## src/rtl/walk_pkg.sv

```systemverilog
package walk_pkg;
  localparam int LA_W    = 32;
  localparam int DIR_W   = 10;
  localparam int TBL_W   = 10;
  localparam int OFF_W   = 12;
  localparam int ENT_LOG = 2;
  localparam int CODE_W  = 6;
  localparam int IDX_PAD = LA_W - DIR_W - ENT_LOG;

  typedef enum logic [1:0] {
    ST_IDLE     = 2'd0,
    ST_READ_PDE = 2'd1,
    ST_READ_PTE = 2'd2,
    ST_DONE     = 2'd3
  } walk_state_e;

  typedef enum logic [1:0] {
    CAUSE_NONE   = 2'b00,
    CAUSE_ABSENT = 2'b01,
    CAUSE_PERM   = 2'b10,
    CAUSE_RSVD   = 2'b11
  } fault_cause_e;

  function automatic logic [DIR_W-1:0] dir_index(input logic [LA_W-1:0] a);
    return a[LA_W-1 -: DIR_W];
  endfunction

  function automatic logic [TBL_W-1:0] tbl_index(input logic [LA_W-1:0] a);
    return a[OFF_W+TBL_W-1 -: TBL_W];
  endfunction

  function automatic logic [LA_W-1:0] frame_base(input logic [LA_W-1:0] e);
    return {e[LA_W-1:OFF_W], {OFF_W{1'b0}}};
  endfunction

  function automatic logic [LA_W-1:0] entry_addr(input logic [LA_W-1:0] base,
                                                 input logic [DIR_W-1:0] idx);
    return base + {{IDX_PAD{1'b0}}, idx, {ENT_LOG{1'b0}}};
  endfunction
endpackage

```

## src/rtl/walk_root_reg.sv

```systemverilog
module walk_root_reg
  import walk_pkg::*;
(
  input  logic            clk,
  input  logic            rst_n,
  input  logic            we,
  input  logic [LA_W-1:0] wdata,
  output logic [LA_W-1:0] root_base
);
  logic [LA_W-1:0] root_q;
  always_ff @(posedge clk) begin
    if (!rst_n) root_q <= '0;
    else if (we) root_q <= frame_base(wdata);
  end
  assign root_base = root_q;
endmodule

```

## src/rtl/walk_entry_chk.sv

```systemverilog
module walk_entry_chk
  import walk_pkg::*;
#(
  parameter logic [31:0] RSVD_MASK = 32'h0000_0180
) (
  input  logic [LA_W-1:0]   entry,
  input  logic              is_write,
  input  logic              is_user,
  input  logic              level,
  output logic              fault,
  output logic [CODE_W-1:0] code
);
  logic present, rsvd_hit, perm_bad;
  fault_cause_e cause;

  always_comb begin
    present  = entry[0];
    rsvd_hit = |(entry & RSVD_MASK);
    perm_bad = (is_write && !entry[1]) || (is_user && !entry[2]);
    if (!present)      cause = CAUSE_ABSENT;
    else if (rsvd_hit) cause = CAUSE_RSVD;
    else if (perm_bad) cause = CAUSE_PERM;
    else               cause = CAUSE_NONE;
    fault = (cause != CAUSE_NONE);
    code  = {cause, is_user, is_write, present, level};
  end
endmodule

```

## src/rtl/lin_xlate_walker.sv

```systemverilog
module lin_xlate_walker
  import walk_pkg::*;
#(
  parameter logic [31:0] RSVD_MASK = 32'h0000_0180
) (
  input  logic              clk,
  input  logic              rst_n,
  input  logic              root_we,
  input  logic [LA_W-1:0]   root_wdata,
  input  logic              req_valid,
  output logic              req_ready,
  input  logic [LA_W-1:0]   req_addr,
  input  logic              req_write,
  input  logic              req_user,
  output logic              resp_valid,
  output logic              resp_fault,
  output logic [LA_W-1:0]   resp_paddr,
  output logic [CODE_W-1:0] resp_code,
  output logic [LA_W-1:0]   resp_vaddr,
  output logic              mem_req,
  output logic [LA_W-1:0]   mem_addr,
  input  logic              mem_rvalid,
  input  logic [LA_W-1:0]   mem_rdata
);
  walk_state_e       state_q;
  logic [LA_W-1:0]   vaddr_q, ptr_q, paddr_q, root_base;
  logic              wr_q, usr_q, issued_q, fault_q;
  logic [CODE_W-1:0] code_q;

  // named internal events
  logic accept, rd_beat, in_read, at_table, ent_fault;
  logic [CODE_W-1:0] ent_code;

  walk_root_reg u_root (
    .clk(clk), .rst_n(rst_n), .we(root_we), .wdata(root_wdata),
    .root_base(root_base)
  );

  assign in_read  = (state_q == ST_READ_PDE) || (state_q == ST_READ_PTE);
  assign at_table = (state_q == ST_READ_PTE);
  assign accept   = req_valid && req_ready;
  assign rd_beat  = mem_rvalid && in_read && issued_q;

  walk_entry_chk #(.RSVD_MASK(RSVD_MASK)) u_chk (
    .entry(mem_rdata), .is_write(wr_q), .is_user(usr_q), .level(at_table),
    .fault(ent_fault), .code(ent_code)
  );

  always_ff @(posedge clk) begin
    if (!rst_n) begin
      state_q  <= ST_IDLE;
      vaddr_q  <= '0;
      ptr_q    <= '0;
      paddr_q  <= '0;
      wr_q     <= 1'b0;
      usr_q    <= 1'b0;
      issued_q <= 1'b0;
      fault_q  <= 1'b0;
      code_q   <= '0;
    end else begin
      case (state_q)
        ST_IDLE: if (accept) begin
          vaddr_q  <= req_addr;
          wr_q     <= req_write;
          usr_q    <= req_user;
          ptr_q    <= entry_addr(root_base, dir_index(req_addr));
          issued_q <= 1'b0;
          state_q  <= ST_READ_PDE;
        end
        ST_READ_PDE: begin
          if (mem_req) issued_q <= 1'b1;
          if (rd_beat) begin
            if (ent_fault) begin
              fault_q <= 1'b1;
              code_q  <= ent_code;
              paddr_q <= '0;
              state_q <= ST_DONE;
            end else begin
              ptr_q    <= entry_addr(frame_base(mem_rdata), tbl_index(vaddr_q));
              issued_q <= 1'b0;
              state_q  <= ST_READ_PTE;
            end
          end
        end
        ST_READ_PTE: begin
          if (mem_req) issued_q <= 1'b1;
          if (rd_beat) begin
            fault_q <= ent_fault;
            code_q  <= ent_fault ? ent_code : '0;
            paddr_q <= ent_fault ? '0
                                 : {mem_rdata[LA_W-1:OFF_W], vaddr_q[OFF_W-1:0]};
            state_q <= ST_DONE;
          end
        end
        default: state_q <= ST_IDLE;
      endcase
    end
  end

  assign req_ready  = (state_q == ST_IDLE);
  assign resp_valid = (state_q == ST_DONE);
  assign resp_fault = fault_q;
  assign resp_code  = code_q;
  assign resp_paddr = paddr_q;
  assign resp_vaddr = vaddr_q;
  assign mem_req    = in_read && !issued_q;
  assign mem_addr   = ptr_q;
endmodule

```

## config.mk

```make
export PLATFORM = sky130hd
export DESIGN_NAME = lin_xlate_walker
export DESIGN_NICKNAME = d
export VERILOG_FILES = /design/src/rtl/walk_pkg.sv /design/src/rtl/walk_root_reg.sv /design/src/rtl/walk_entry_chk.sv /design/src/rtl/lin_xlate_walker.sv
export SDC_FILE = /design/constraint.sdc
export NUM_CORES = 1
export LEC_CHECK = 0
export ABC_AREA = 1
export BUFFER_PORTS_ARGS = -buffer_cell sky130_fd_sc_hd__buf_2
export CAP_MARGIN = 20
export CORE_ASPECT_RATIO = 1.4
export CORE_MARGIN = 2
export CORE_UTILIZATION = 49
export DETAILED_ROUTE_END_ITERATION = 10
export PLACE_DENSITY = 0.8
export SLEW_MARGIN = 40
export SYNTH_ARGS = -nofsm -noshare
export SYNTH_HDL_FRONTEND = slang
export SYNTH_SLANG_ARGS = --single-unit
export TNS_END_PERCENT = 30
```

## constraint.sdc

```tcl
create_clock -name clk -period 3.5 [get_ports clk]
set_input_delay 0.35 -clock clk [delete_from_list [all_inputs] [get_ports clk]]
set_output_delay 0.35 -clock clk [all_outputs]
set_load 0.02 [all_outputs]
```

==> flow_summary.json, run 1 <==
{
  "p_int_uw": 3610,
  "r2r-start": "state_q[1]",
  "ys_top_cells_by_area": "dfxtp_1, nor2_1, nand3_1",
  "timing.final.crit_share_pct": 71.5,
  "hold_viol_final": 0,
  "grt_pass1_vias": 4905,
  "cts.sinks": 126,
  "cp_cell_sequence": "inv_1 > ha_2 > buf_4 > nand3_4 > nand2_4 > inv_4 > nor2_1 > nor2_1",
  "antenna_found_initial": 0,
  "relSlewSlack_pct": 48.3,
  "yosysMostFrequentCell": "nor2_1",
  "overflow": 0,
  "drv_slew": 0,
  "synth_cell_types": 30,
  "switching_power_uw": 2150,
  "row_count": 46,
  "wl_um": 15300,
  "syn-cell-area_um2": 5610,
  "path_buf_inv": 3,
  "crit_family": "simple AND/OR/NAND/NOR gates",
  "sw_frac_of_total_pct": 37.3,
  "final_nets": 1001,
  "cts_resized": 0,
  "vias_per_cell": 5.29,
  "r2r_slack_ps": 1000,
  "antenna_left": 0,
  "drt_iter0_markers": 245,
  "syn_inst": 736,
  "status": "complete, no violations",
  "worstSkewPairLatency_ps": 410,
  "r2r-end": "resp_paddr[12]",
  "cts_buffers": 17,
  "area_delta_synth_final_pct": 26.4,
  "hold_slack_ps": 166,
  "min_to": "u_root.root_base[31]",
  "yosysTopAreaCellShare_pct": 44.9,
  "crit_type": "flop to flop",
  "post_cts_buffers": 0,
  "p_leak_uw": 0.00333,
  "max_stage_delay_ps": 420,
  "detailed_place_hpwl_um": 10100,
  "die_h_um": 131,
  "clkPwrFrac_pct": 31.3,
  "min_path_cells": 3,
  "grt_max_degree": 93,
  "synth-edff-count": 0,
  "core-area_um2": 11300,
  "syn_area_per_cell_um2": 7.63,
  "setup_violations": 0,
  "initial_core_util_pct": 49.8,
  "wl_per_cell_um": 14.6,
  "rr_worst_depth": 8,
  "post-route-min-period_ps": 2500,
  "die_w_um": 94.5,
  "worstPathMaxFanout": 33,
  "utilization_pct": 62.9,
  "htree_num_levels": 4,
  "synth_area_leader_cell": "dfxtp_1",
  "cts_root_buf": "clkbuf_16",
  "yosysWarnings": 0,
  "num_vias": 5549,
  "worst_setup_path_end_kind": "flop",
  "start_kind": "flop",
  "netlist_top_cells_count": "nor2_1, dfxtp_1, nand2_1",
  "cp_common_cell": "nor2_1",
  "async_flop_share_pct": 0,
  "critPathSlowestCell": "ha_2",
  "ios": 209,
  "timing.fmax_mhz": 400,
  "detail_route.first_pass.iterations": 5,
  "gp_congestion": 0.850,
  "peakVddDrop_mv": 0.479,
  "holdCritStartpoint": "root_wdata[31]",
  "drv_cap": 0,
  "cts-hold-fix-buffers": 0,
  "cts.path.max_buffers": 2,
  "tightest_slew_ps": 775,
  "cts_tree": "built",
  "power_density_nw_per_um2": 811,
  "grtUsageTotal_pct": 24.3,
  "n_antenna_cell": 0,
  "remaining_drc_errors": 0,
  "setup_tns_ps": 0,
  "critical_path_required_ps": 3800,
  "crit_arrival_ps": 2800,
  "pwr-share-comb_pct": 36.0,
  "drive_above_1_share_pct": 30.0,
  "ys_seq_area_share_pct": 44.9,
  "die_area_um2": 12300,
  "final_area_um2": 7100,
  "placed_cell_area_um2": 6480,
  "ys_ff_latch": 126,
  "seq_power_share_pct": 32.7,
  "synth_ff_type": "dfxtp_1",
  "portBuffers": 187,
  "worst_hold_path_type": "input pin to flop",
  "path_clk_slew_ps": 60,
  "fin_skew_ps": 6.57,
  "grt_pass1_wl_um": 23500,
  "rsz0062_at_grt": "no"
}
==> routing by layer <==
layer  vias to the layer above  part of all wire, %  track usage [%]
li1                       2746                    -                -
met5                         -                    0                0
met3                        33                  6.2             6.77
met1                      2563                   40             27.7
met2                       207                   50             42.4
met4                         0                  2.9             10.4
==> worst register-to-register path, stage by stage (launching register included) <==
cell and delay [ps]:
dfxtp_1 370, inv_1 100, ha_2 420, buf_4 370
nand3_4 420, nand2_4 270, inv_4 220, nor2_1 160
nor2_1 60
==> final cells by class <==
cell class	count	area [um^2]
fillers	1089	4180
multi-input cells	536	2700
flip-flops and latches	126	2520
inverters	14	56.3
repair buffers	197	1030
clock buffers	21	470
clock inverters	10	138
well taps	144	180
==> power by group through the flow <==
stage	sequential (uW)	combinational, uW	clock [uW]
4_1_cts	1880	2080	1820
6_report	1880	2070	1800
2_1_floorplan	2170	1310	0
3_3_place_gp	1900	2050	0
5_1_grt	1910	2290	1900
3_5_place_dp	1900	2070	0
==> logic make-up after synthesis <==
kind of cell | synth area share [%]
muxes | 5.35
and+or+nand+nor | 31.9
other | 0.0668
adders and majority gates | 1.34
DFF | 44.9
AOI/OAI and AO/OA | 9.25
buffers and inverters | 7.13
==> how the worst max path moves through the flow <==
stage                from  slack, ps             end  cells past startpoint
6_report       state_q[1]       1000  resp_paddr[12]                      8
5_1_grt        state_q[1]        810  resp_paddr[12]                      8
4_1_cts        state_q[1]        970  resp_paddr[12]                      8
3_5_place_dp   state_q[1]        980  resp_paddr[12]                      8
3_3_place_gp   state_q[1]       1010  resp_paddr[12]                      8
2_1_floorplan  state_q[0]       1860    mem_addr[22]                     10
==> sequential cells by signal, indices dropped and copies added, names as in the netlist <==
signal	cells
mem_addr	30
usr_q	1
resp_fault	1
resp_paddr	32
resp_vaddr	32
wr_q	1
issued_q	1
u_root.root_base	20
resp_code	6
state_q	2
==> cell usage in the layout, fill, tap and decap left out, types with 2 or more instances in the layout <==
master,netlist,layout
clkbuf_8,0,3
dfxtp_1,126,126
buf_2,18,186
nand3_1,66,66
inv_1,11,11
clkinvlp_4,0,2
mux2i_1,30,30
nand4_1,32,32
clkinv_2,0,4
bufinv_16,0,3
nand2_2,1,2
a21oi_1,39,39
clkbuf_16,0,17
ha_1,6,5
clkinv_4,0,2
o2111ai_1,2,2
nand2_1,81,80
buf_4,4,9
nor2_2,30,30
nor2_1,179,179
o21ai_0,58,58
conb_1,1,2
nor2_4,4,4
==> stage by stage <==
step / power (uW) / instances / worst slack, ps
after floorplan: 3480 / 737 / 1860
after global placement: 3950 / 1017 / 1010
after detailed placement: 3980 / 1017 / 982
after CTS: 5780 / 1048 / 972
after global routing: 6100 / 1048 / 814
final: 5760 / 1048 / 998
Note: power is estimated with default switching activity, not from simulation.
==> run 2: changes to the inputs <==
- CORE_UTILIZATION: 49 -> 45
- PLACE_DENSITY: 0.8 -> 0.77
- clock period: 3.5 -> 2.3 ns (I/O delays scaled with it)
==> run 2 against run 1 <==
Against the previous run:
- routed wire length rose by 1.8%
- flip-flop and latch count did not move
- die area rose by 8.6%
- maximum frequency rose by 27%
- sequential power rose by 52%
- sequential share of layout area fell by 0.29 points
- hold slack got worse by 120 ps
- non-clock buffer count rose by 7
- via count fell by 1.3%
- largest cell class unchanged
==> flow_summary.json, run 2 (synthesis gave the netlist of run 1 again) <==
{
  "fin_skew_ps": 6.78,
  "remaining_drc_errors": 0,
  "path_clk_slew_ps": 60,
  "wl_per_cell_um": 14.7,
  "p_leak_uw": 0.00336,
  "drv_cap": 0,
  "pre_cts_slack_ps": 334,
  "grt_pass1_wl_um": 24800,
  "utilization_pct": 58.4,
  "setup_slack_ps": 337,
  "timing.fmax_mhz": 509,
  "peakVddDrop_mv": 0.608,
  "cp_cell_sequence": "inv_1 > ha_1 > nand3_1 > nor2_4 > nand2_4 > inv_4 > nor2_1 > nor2_1",
  "grt_max_degree": 57,
  "drive_above_1_share_pct": 30.4,
  "worst_hold_path_type": "input pin to flop",
  "die_area_um2": 13400,
  "row_count": 48,
  "path_depth": 8,
  "die_h_um": 136,
  "num_vias": 5475,
  "post-route-min-period_ps": 1960,
  "critical_path_required_ps": 2640,
  "tightest_slew_ps": 699,
  "grt_pass1_vias": 5111,
  "htree_num_levels": 4,
  "worstSkewPairLatency_ps": 410,
  "vias_per_cell": 5.16,
  "drt_iter0_markers": 215,
  "detail_route.first_pass.iterations": 5,
  "final_nets": 1008,
  "layout_commonest_cell": "buf_2",
  "core-area_um2": 12300,
  "cts_resized": 0,
  "ios": 209,
  "endpoint": "resp_paddr[11]",
  "antenna_found_initial": 0,
  "setup_tns_ps": 0,
  "crit_type": "flop to flop",
  "gp_congestion": 0.806,
  "cts.path.max_buffers": 2,
  "cts-hold-fix-buffers": 0,
  "setup_violations": 0,
  "power_density_nw_per_um2": 1230,
  "wl_um": 15600,
  "sw_frac_of_total_pct": 37.3,
  "r2r_slack_ps": 340,
  "post_cts_buffers": 0,
  "initial_core_util_pct": 45.8,
  "antenna_left": 0,
  "crit_family": "simple AND/OR/NAND/NOR gates",
  "pwr-share-comb_pct": 36.6,
  "r2r-start": "state_q[1]",
  "die_w_um": 98.4,
  "detailed_place_hpwl_um": 10500,
  "status": "complete, no violations",
  "crit_start": "state_q[1]",
  "area_delta_synth_final_pct": 27.4,
  "rsz0062_at_grt": "no",
  "drv_slew": 0,
  "critPathSlowestCell": "dfxtp_1",
  "relSlewSlack_pct": 53.3,
  "n_antenna_cell": 0,
  "start_kind": "flop",
  "max_stage_delay_ps": 440,
  "timing.final.crit_share_pct": 85.3,
  "hold_viol_final": 0,
  "clkPwrFrac_pct": 30.9,
  "r2r-end": "resp_paddr[11]",
  "cts_root_buf": "clkbuf_16",
  "path_buf_inv": 2,
  "seq_power_share_pct": 32.5,
  "p_int_uw": 5500,
  "switching_power_uw": 3270,
  "worstPathMaxFanout": 33,
  "finalPower_uw": 8770,
  "cp_common_cell": "nor2_1",
  "final_cell_mix": "buf_2, nor2_1, dfxtp_1, nand2_1, nand3_1",
  "grtUsageTotal_pct": 23.0,
  "rr_worst_depth": 8,
  "cts_buffers": 17,
  "overflow": 0,
  "cts.sinks": 126,
  "crit_arrival_ps": 2300,
  "portBuffers": 187,
  "cts_tree": "built",
  "worst_setup_path_end_kind": "flop"
}
-- run 2: cell count changes in the layout (fill, tap and decap cells not counted) --
cell        before  now
buf_6            1    0
clkinv_1         0    1
clkinv_4         2    1
clkinvlp_4       2    3
clkbuf_8         3    2
buf_4            9   16
buf_12           1    2
-- run 2: per-layer routing --
metal	GRT usage (%)	part of all wire (%)
met5	0	0
met4	9.06	1.7
met3	5.14	5.7
met2	41.3	53
met1	26.3	40
-- run 2: stage by stage --
stage                     instances  instance area [um^2]  hold slack, ps
after floorplan                 737                  5620             365
after global placement         1030                  6560             450
after detailed placement       1030                  6560             459
after CTS                      1061                  7150            35.9
after global routing           1061                  7150            47.3
final                          1061                  7150            50.5
-- run 2: cell type report --
type	count	area, um^2
Fill cell	1182	5100
Timing Repair Buffer	204	1090
Multi-Input combinational cell	536	2700
Clock inverter	11	141
Clock buffer	20	457
Tap cell	150	188
Inverter	14	55.1
Sequential cell	126	2520
-- run 2: worst min-delay path by stage --
stage	start	slack, ps	endpoint	depth (start not counted)
global route	root_wdata[24]	50	u_root.root_base[24]	3
CTS	root_wdata[25]	40	u_root.root_base[25]	3
finish	root_wdata[25]	50	u_root.root_base[25]	3
global placement	resp_code[2]	450	resp_code[2]	2
detailed placement	resp_fault	460	resp_fault	2
floorplan	root_wdata[31]	360	u_root.root_base[31]	2
-- run 2: tightest hold or removal path, stage by stage --
cell and delay (ps):
buf_2 80, nor2_1 30, nor2_1 80
-- run 2: power by group through the flow --
stage | Sequential [uW] | Clock [uW] | Combinational [uW]
floorplan | 3310 | 0 | 1990
global placement | 2880 | 0 | 3190
detailed placement | 2890 | 0 | 3220
CTS | 2850 | 2750 | 3230
global route | 2900 | 2840 | 3580
finish | 2850 | 2710 | 3210
==> run 3: changes to the inputs <==
- CORE_ASPECT_RATIO: 1.4 -> 1.2
- CORE_UTILIZATION: 45 -> 49
- CTS_BUF_LIST: not set -> sky130_fd_sc_hd__clkbuf_8
- PLACE_DENSITY: 0.77 -> 0.8
- clock period: 2.3 -> 1.83 ns (I/O delays scaled with it)
==> run 3 against run 2 <==
Against the previous run:
- total power increased by 20%
- global-route usage increased by 2.7 points
- clock power fell by 2%
- largest cell class unchanged
- sequential power rose by 26%
- die area decreased by 7.9%
- clock-buffer cell count is 2 lower
- critical path depth up 2
- critical endpoint is now mem_addr[2]
- maximum frequency increased by 13%
- combinational power grew 32%
- via count increased by 4.2%
- largest power group unchanged
- design area up 4.4%
==> flow_summary.json, run 3 (synthesis gave the netlist of run 1 again) <==
{
  "cts.path.max_buffers": 2,
  "grt_pass1_vias": 5317,
  "layout_commonest_cell": "buf_2",
  "area_delta_synth_final_pct": 33.0,
  "worst_hold_path_type": "input pin to flop",
  "portBuffers": 187,
  "drv_slew": 0,
  "overflow": 0,
  "p_leak_uw": 0.00349,
  "grtUsageTotal_pct": 25.7,
  "relSlewSlack_pct": 50.7,
  "grt_max_degree": 45,
  "power_density_nw_per_um2": 1400,
  "core-area_um2": 11100,
  "htree_num_levels": 4,
  "num_vias": 5706,
  "placed_cell_area_um2": 6690,
  "wl_um": 16000,
  "worstSkewPairLatency_ps": 430,
  "path_clk_slew_ps": 80,
  "cts_tree": "built",
  "hold_viol_final": 0,
  "drive_above_1_share_pct": 30.6,
  "start_kind": "flop",
  "detailed_place_hpwl_um": 10500,
  "initial_core_util_pct": 50.6,
  "status": "complete, no violations",
  "cts_root_buf": "clkbuf_8",
  "setup_violations": 0,
  "pre_cts_slack_ps": 10.6,
  "grt_pass1_wl_um": 25200,
  "die_w_um": 102,
  "critical_path_required_ps": 2160,
  "vias_per_cell": 5.16,
  "n_antenna_cell": 0,
  "r2r_slack_ps": 100,
  "peakVddDrop_mv": 0.902,
  "worstPathMaxFanout": 40,
  "setup_slack_ps": 98.0,
  "crit_arrival_ps": 2060,
  "final_nets": 1048,
  "antenna_found_initial": 0,
  "row_count": 42,
  "drv_cap": 0,
  "timing.final.crit_share_pct": 94.6,
  "final_cell_mix": "buf_2, nor2_1, dfxtp_1, nand2_1, nand3_1",
  "die_h_um": 121,
  "cts.sinks": 126,
  "crit_type": "flop to flop",
  "tightest_slew_ps": 738,
  "die_area_um2": 12300,
  "worst_setup_path_end_kind": "flop",
  "ios": 209,
  "cts_buffers": 17,
  "remaining_drc_errors": 0,
  "gp_congestion": 0.846,
  "detail_route.first_pass.iterations": 6,
  "timing.fmax_mhz": 577,
  "wl_per_cell_um": 14.4,
  "antenna_left": 0,
  "fin_skew_ps": 15.8,
  "post-route-min-period_ps": 1730,
  "final_area_um2": 7470,
  "drt_iter0_markers": 466
}
## run 3: per-layer routing
metal | GRT usage [%] | wire (um) | up-vias
li1 | - | - | 2844
met1 | 32.3 | 6530 | 2594
met2 | 41.1 | 7780 | 228
met3 | 6.22 | 1130 | 40
met4 | 12.2 | 525 | 0
met5 | 0 | 0 | -
## run 3: cell type report
type	instances	area (um^2)
fillers	947	3620
repair buffers	244	1550
clock inverters	14	193
clock buffers	18	248
well taps	154	193
multi-input cells	536	2700
inverters	14	57.6
flip-flops and latches	126	2530
## run 3: final timing paths
kind                                  endpoint    startpoint  depth (start not counted)
worst max-delay path               mem_addr[2]    state_q[0]                         10
worst min-delay path            resp_vaddr[14]  req_addr[14]                          3
worst max register to register     mem_addr[2]    state_q[0]                         10
worst min register to register    resp_code[5]  resp_code[5]                          2
## run 3: critical path, cell delays in order (launching register included)
cell and delay, ps:
dfxtp_4 370, inv_1 70, ha_1 310, nand3_1 90
nand2_1 70, inv_1 70, nor2_4 160, buf_12 220
nand3_1 140, nand2_1 80, nor2_1 40
## run 3: what timing repair did
item / CTS / global route
gates cloned: 0 / 1
pin swaps: 0 / 2
endpoints found under the hold margin: 29 / 0
hold buffers: 29 / 0
setup endpoints to repair: 2 / 25
setup buffers: 0 / 1
gates resized for setup: 1 / 4
## run 3: report_power, final
part	switching, uW	total [uW]	internal, uW
combinational	2640	4240	1600
sequential	321	3600	3280
clock	1130	2650	1520
## run 3: per-stage QoR
stage	utilization [%]	setup TNS [ps]	total power, uW	instances	hold WS [ps]
floorplan	-	0	6660	737	318
global placement	60.3	0	7700	1043	403
detailed placement	60.3	0	7780	1043	414
CTS	66.9	0	10500	1104	1.69
global route	67.3	-1.99	11200	1106	12.8
finish	67.3	0	10500	1106	19.8
